`src/rtl/tap_ir_pkg.sv`:
```
package tap_ir_pkg;

  localparam int IR_W = 4;
  localparam int DR_N = 6;

  // one-hot positions of the data-register select
  localparam int DR_BSR = 0;
  localparam int DR_ABT = 1;
  localparam int DR_DPA = 2;
  localparam int DR_APA = 3;
  localparam int DR_IDC = 4;
  localparam int DR_BYP = 5;

  typedef enum logic [IR_W-1:0] {
    OP_PADTEST  = 4'b0000,
    OP_CORETEST = 4'b0001,
    OP_SNAPSHOT = 4'b0010,
    OP_DBGABORT = 4'b1000,
    OP_DBGPORT  = 4'b1010,
    OP_ACCPORT  = 4'b1011,
    OP_IDENT    = 4'b1110,
    OP_PASS     = 4'b1111
  } instr_e;

  localparam logic [IR_W-1:0] IR_CAPTURE = 4'b0001;
  localparam logic [IR_W-1:0] IR_RESET   = OP_IDENT;

  typedef struct packed {
    logic [DR_N-1:0] sel;
    logic            pad_drive;
    logic            core_drive;
  } decode_t;

  function automatic decode_t decode_instr(input logic [IR_W-1:0] code);
    decode_t d;
    d.sel        = '0;
    d.pad_drive  = 1'b0;
    d.core_drive = 1'b0;
    case (code)
      OP_PADTEST:  begin d.sel[DR_BSR] = 1'b1; d.pad_drive  = 1'b1; end
      OP_CORETEST: begin d.sel[DR_BSR] = 1'b1; d.core_drive = 1'b1; end
      OP_SNAPSHOT: d.sel[DR_BSR] = 1'b1;
      OP_DBGABORT: d.sel[DR_ABT] = 1'b1;
      OP_DBGPORT:  d.sel[DR_DPA] = 1'b1;
      OP_ACCPORT:  d.sel[DR_APA] = 1'b1;
      OP_IDENT:    d.sel[DR_IDC] = 1'b1;
      default:     d.sel[DR_BYP] = 1'b1;  // unlisted codes and OP_PASS
    endcase
    return d;
  endfunction

  function automatic logic [IR_W-1:0] shift_toward_lsb(input logic [IR_W-1:0] cur,
                                                       input logic            din);
    return {din, cur[IR_W-1:1]};
  endfunction

endpackage

```
`src/rtl/tap_ir_stage.sv`:
```
module tap_ir_stage
  import tap_ir_pkg::*;
#(
  parameter int              W   = IR_W,
  parameter logic [W-1:0]    CAP = IR_CAPTURE,
  parameter logic [W-1:0]    RST = IR_RESET
) (
  input  logic         tck,
  input  logic         trst_n,
  input  logic         tlr,
  input  logic         cap,
  input  logic         shift,
  input  logic         upd,
  input  logic         tdi,
  output logic [W-1:0] shift_q,
  output logic [W-1:0] hold_q,
  output logic         upd_ev
);

  logic [W-1:0] shift_d;

  for (genvar i = 0; i < W; i++) begin : g_bit
    logic serial_in;
    if (i == W-1) begin : g_top
      assign serial_in = tdi;
    end else begin : g_mid
      assign serial_in = shift_q[i+1];
    end
    assign shift_d[i] = cap ? CAP[i] : (shift ? serial_in : shift_q[i]);
  end

  always_ff @(posedge tck or negedge trst_n) begin
    if (!trst_n) shift_q <= CAP;
    else         shift_q <= shift_d;
  end

  // update event; test-logic-reset has priority
  assign upd_ev = upd & ~tlr;

  always_ff @(posedge tck or negedge trst_n) begin
    if (!trst_n)     hold_q <= RST;
    else if (tlr)    hold_q <= RST;
    else if (upd_ev) hold_q <= shift_q;
  end

endmodule

```
`src/rtl/tap_ir_decode.sv`:
```
module tap_ir_decode
  import tap_ir_pkg::*;
(
  input  logic [IR_W-1:0] hold_q,
  output logic [DR_N-1:0] sel,
  output logic            pad_drive,
  output logic            core_drive
);

  decode_t dec;

  always_comb dec = decode_instr(hold_q);

  assign sel        = dec.sel;
  assign pad_drive  = dec.pad_drive;
  assign core_drive = dec.core_drive;

endmodule

```
`src/rtl/tap_dr_local.sv`:
```
module tap_dr_local #(
  parameter int                ID_W     = 32,
  parameter logic [ID_W-1:0]   ID_VALUE = 32'h1A5C_3E2D
) (
  input  logic tck,
  input  logic trst_n,
  input  logic sel_byp,
  input  logic sel_id,
  input  logic cap_dr,
  input  logic shift_dr,
  input  logic tdi,
  output logic byp_so,
  output logic id_so
);

  logic            byp_q;
  logic [ID_W-1:0] id_q;

  always_ff @(posedge tck or negedge trst_n) begin
    if (!trst_n)                 byp_q <= 1'b0;
    else if (sel_byp && cap_dr)  byp_q <= 1'b0;
    else if (sel_byp && shift_dr) byp_q <= tdi;
  end

  always_ff @(posedge tck or negedge trst_n) begin
    if (!trst_n)                 id_q <= ID_VALUE;
    else if (sel_id && cap_dr)   id_q <= ID_VALUE;
    else if (sel_id && shift_dr) id_q <= {tdi, id_q[ID_W-1:1]};
  end

  assign byp_so = byp_q;
  assign id_so  = id_q[0];

endmodule

```
`src/rtl/tap_tdo_mux.sv`:
```
module tap_tdo_mux #(
  parameter int N = 6
) (
  input  logic         tck,
  input  logic         trst_n,
  input  logic         shift_ir,
  input  logic         shift_dr,
  input  logic         ir_so,
  input  logic [N-1:0] sel,
  input  logic [N-1:0] so_vec,
  output logic         tdo
);

  logic [N-1:0] gated;
  logic         dr_so;
  logic         tdo_d;

  for (genvar i = 0; i < N; i++) begin : g_gate
    assign gated[i] = sel[i] & so_vec[i];
  end

  assign dr_so = |gated;
  assign tdo_d = shift_ir ? ir_so : (shift_dr ? dr_so : 1'b0);

  always_ff @(negedge tck or negedge trst_n) begin
    if (!trst_n) tdo <= 1'b0;
    else         tdo <= tdo_d;
  end

endmodule

```
`src/rtl/tap_instr_unit.sv`:
```
module tap_instr_unit
  import tap_ir_pkg::*;
#(
  parameter int              ID_W     = 32,
  parameter logic [ID_W-1:0] ID_VALUE = 32'h1A5C_3E2D
) (
  input  logic            tck,
  input  logic            trst_n,
  input  logic            st_tlr,
  input  logic            st_cap_ir,
  input  logic            st_shift_ir,
  input  logic            st_upd_ir,
  input  logic            st_cap_dr,
  input  logic            st_shift_dr,
  input  logic            tdi,
  input  logic            bsr_so,
  input  logic            abort_so,
  input  logic            dpacc_so,
  input  logic            apacc_so,
  output logic            tdo,
  output logic [DR_N-1:0] dr_sel,
  output logic [IR_W-1:0] ir_q,
  output logic            pad_drive,
  output logic            core_drive
);

  // named internal events for the checker
  logic [IR_W-1:0] ir_shift_q;
  logic            upd_ev;
  logic            byp_so;
  logic            id_so;
  logic [DR_N-1:0] so_vec;

  tap_ir_stage #(.W(IR_W), .CAP(IR_CAPTURE), .RST(IR_RESET)) u_stage (
    .tck     (tck),
    .trst_n  (trst_n),
    .tlr     (st_tlr),
    .cap     (st_cap_ir),
    .shift   (st_shift_ir),
    .upd     (st_upd_ir),
    .tdi     (tdi),
    .shift_q (ir_shift_q),
    .hold_q  (ir_q),
    .upd_ev  (upd_ev)
  );

  tap_ir_decode u_decode (
    .hold_q     (ir_q),
    .sel        (dr_sel),
    .pad_drive  (pad_drive),
    .core_drive (core_drive)
  );

  tap_dr_local #(.ID_W(ID_W), .ID_VALUE(ID_VALUE)) u_local (
    .tck      (tck),
    .trst_n   (trst_n),
    .sel_byp  (dr_sel[DR_BYP]),
    .sel_id   (dr_sel[DR_IDC]),
    .cap_dr   (st_cap_dr),
    .shift_dr (st_shift_dr),
    .tdi      (tdi),
    .byp_so   (byp_so),
    .id_so    (id_so)
  );

  assign so_vec[DR_BSR] = bsr_so;
  assign so_vec[DR_ABT] = abort_so;
  assign so_vec[DR_DPA] = dpacc_so;
  assign so_vec[DR_APA] = apacc_so;
  assign so_vec[DR_IDC] = id_so;
  assign so_vec[DR_BYP] = byp_so;

  tap_tdo_mux #(.N(DR_N)) u_tdo (
    .tck      (tck),
    .trst_n   (trst_n),
    .shift_ir (st_shift_ir),
    .shift_dr (st_shift_dr),
    .ir_so    (ir_shift_q[0]),
    .sel      (dr_sel),
    .so_vec   (so_vec),
    .tdo      (tdo)
  );

endmodule

```
`config.mk`:
```
export PLATFORM = sky130hd
export DESIGN_NAME = tap_instr_unit
export DESIGN_NICKNAME = d
export VERILOG_FILES = /design/src/rtl/tap_ir_pkg.sv /design/src/rtl/tap_ir_stage.sv /design/src/rtl/tap_ir_decode.sv /design/src/rtl/tap_dr_local.sv /design/src/rtl/tap_tdo_mux.sv /design/src/rtl/tap_instr_unit.sv
export SDC_FILE = /design/constraint.sdc
export NUM_CORES = 1
export LEC_CHECK = 0
export BUFFER_PORTS_ARGS = -buffer_cell sky130_fd_sc_hd__buf_2
export CORE_ASPECT_RATIO = 1.1
export CORE_MARGIN = 10
export CORE_UTILIZATION = 40
export CTS_CLUSTER_DIAMETER = 100
export CTS_CLUSTER_SIZE = 8
export DETAILED_ROUTE_END_ITERATION = 16
export PLACE_DENSITY = 0.69
export SETUP_SLACK_MARGIN = 0.1
export SLEW_MARGIN = 15
export SYNTH_ARGS = -nofsm -noshare
export SYNTH_HDL_FRONTEND = slang
export SYNTH_HIERARCHICAL = 1
export SYNTH_SLANG_ARGS = --single-unit
```
`constraint.sdc`:
```
create_clock -name tck -period 3.1 [get_ports tck]
set_input_delay 0.155 -clock tck [delete_from_list [all_inputs] [get_ports tck]]
set_output_delay 0.155 -clock tck [all_outputs]
set_load 0.005 [all_outputs]
```
==> results.sh <==
export IMPL_cts_tree="done"
export IMPL_wl_per_cell_um=14.7
export IMPL_cp_arrival_ps=1500
export IMPL_path_cells="nand2b_2, nor3b_2, a221oi_2, a31oi_1"
export IMPL_drive_gt1_share_pct=38.9
export IMPL_criticalPathCategory="flip-flop to flip-flop"
export IMPL_critical_path_top_delay_family="flip-flops"
export IMPL_netlist_area_mm2=0.00232
export IMPL_viasPerCell=5.40
export IMPL_p_per_area_mw_per_mm2=715
export IMPL_timing_critical_path_buf_inv=0
export IMPL_crit_fanout=8
export IMPL_startpoint="u_stage/hold_q[2]$_DFFE_PN1P_"
export IMPL_final_common_cell="buf_2"
export IMPL_crit_slowest_cell="dfstp_2"
export IMPL_ios=26
export IMPL_relSlewSlack_pct=42.2
export IMPL_antenna_found_initial=0
export IMPL_routabilityCongestion=0.774
export IMPL_htree_num_levels=2
export IMPL_fin_tns_setup_ps=0
export IMPL_fp_coreArea_mm2=0.00570
export IMPL_rsz0062_at_grt="no"
export IMPL_grt_pass1_wl_um=8190
export IMPL_sequentialPowerShare_pct=53.1
export IMPL_status="completed"
export IMPL_portBuffers=25
export IMPL_hp_class="input pin to flip-flop"
export IMPL_numClockSinks=42
export IMPL_cts_made_buffers=5
export IMPL_dpl_cell_count=301
export IMPL_grt_max_degree=51
export IMPL_tightest_slew_ps=867
export IMPL_finalSetupViolations=0
export IMPL_skew_ps=8.74
export IMPL_nets=246
export IMPL_clock_latency_ps=280
export IMPL_routed_wl_um=4560
export IMPL_holdWs_ps=65.5
export IMPL_hold_start="st_tlr"
export IMPL_clk_pin_slew_ps=80
export IMPL_final_cells=311
export IMPL_switching_share_pct=29.8
export IMPL_drtIter0Drc=129
export IMPL_power_switching_w=0.000543
export IMPL_num_rows=29
export IMPL_slew_viol_final=0
export IMPL_diodes=0
export IMPL_num_vias=1678
export IMPL_die_h_um=99.8
export IMPL_r2r_start="u_stage/hold_q[2]$_DFFE_PN1P_"
export IMPL_drt_pass1_iterations=6
export IMPL_area_delta_synth_final_pct=10.2
export IMPL_leakagePower_nw=1.05
export IMPL_hold_viol_final=0
export IMPL_final_cell_mix="buf_2, dfrtp_1, dfstp_2"
export IMPL_avgSynthCellArea_um2=10.8
export IMPL_grt_pass1_vias=1685
export IMPL_slowest_delay_ps=600
export IMPL_internal_power_w=0.00128
export IMPL_combPwrFrac_pct=27.5
export IMPL_ir_drop_uv=267
export IMPL_die_w_um=92.6
export IMPL_clockPowerShare_pct=19.4
export IMPL_syn_inst=214
export IMPL_yosys_warnings=6
export IMPL_grt_total_usage_pct=10.5
export IMPL_clockBufferDepth=2
export IMPL_synthesis_nets=227
export IMPL_fillCellCount=544
export IMPL_drtAntennaViolNets=0
export IMPL_startpoint_type="flip-flop"
export IMPL_overflow=0
export IMPL_required_ps=1680
export IMPL_dp_hpwl_um=2870
export IMPL_die_area_mm2=0.00924
export IMPL_cp_end_kind="flip-flop"
export IMPL_cts_resized=0
export IMPL_start_util_pct=40.7
export IMPL_drc=0
export IMPL_cts_root_buf="clkbuf_8"
export IMPL_cap_violations=0
cell type report:
type	instances	area, µm²	area share (%)
sequential	42	1080	42.2
multi-input combinational	134	1040	40.8
timing repair buffer	32	180	7.06
tap	77	96.3	3.78
clock buffer	7	86.3	3.38
inverter	18	67.6	2.65
clock inverter	1	5.00	0.196
repair_timing:
item,in CTS,in global routing
setup buffers,0,1
endpoints found under the setup margin,0,1
hold buffers,1,0
endpoints found under the hold margin,5,0
state kept, by name, indices dropped and copies added, names as in the netlist:
name and count:
u_local/byp_so 1, u_local/id_q 32, u_stage/hold_q 4, u_stage/shift_q 4, u_tdo/tdo 1
power by group through the flow:
stage	combinational [W]	clock, W	sequential, W
finish	0.000502	0.000354	0.000969
global route	0.000576	0.000390	0.00101
global placement	0.000485	0	0.000971
CTS	0.000509	0.000369	0.000969
floorplan	0.000430	0	0.000935
detailed placement	0.000503	0	0.000981
routing by layer:
| metal | share of wire, % | up-vias | GRT usage (%) |
|---|---|---|---|
| met5 | 0 | - | 0 |
| met4 | 0.88 | 0 | 4.28 |
| met3 | 2.8 | 4 | 1.79 |
| met2 | 52 | 19 | 17.5 |
| met1 | 44 | 834 | 13.1 |
| li1 | - | 821 | - |
through the flow:
step / setup WS [ps] / total power (W) / area [µm²] / util (%)
final: 181 / 0.00182 / 2550 / 44.8
after global routing: 105 / 0.00197 / 2550 / 44.8
after CTS: 154 / 0.00185 / 2540 / 44.7
after detailed placement: 167 / 0.00148 / 2440 / 42.9
after global placement: 184 / 0.00146 / 2440 / 42.9
after floorplan: 227 / 0.00136 / 2320 / -
path summary, 6_finish.rpt:
check / endpoint / slack, ps / cells past startpoint
setup / recovery: u_tdo/tdo$_DFF_NN0_ / 180 / 4
hold / removal: u_stage/hold_q[0]$_DFFE_PN0P_ / 70 / 2
setup reg to reg: u_tdo/tdo$_DFF_NN0_ / 180 / 4
hold reg to reg: u_local/id_q[17]$_DFFE_PN0P_ / 530 / 2
max in group asynchronous: u_tdo/tdo$_DFF_NN0_ / 1330 / 2
min in group asynchronous: u_local/id_q[21]$_DFFE_PN0P_ / 520 / 3
worst reg2reg max path, delay by kind of cell (launching register included):
family | cells | cell delay, ps
simple gates | 2 | 230
flops | 1 | 600
compound gates | 2 | 370
No activity file was read; power rests on OpenSTA's default activity.
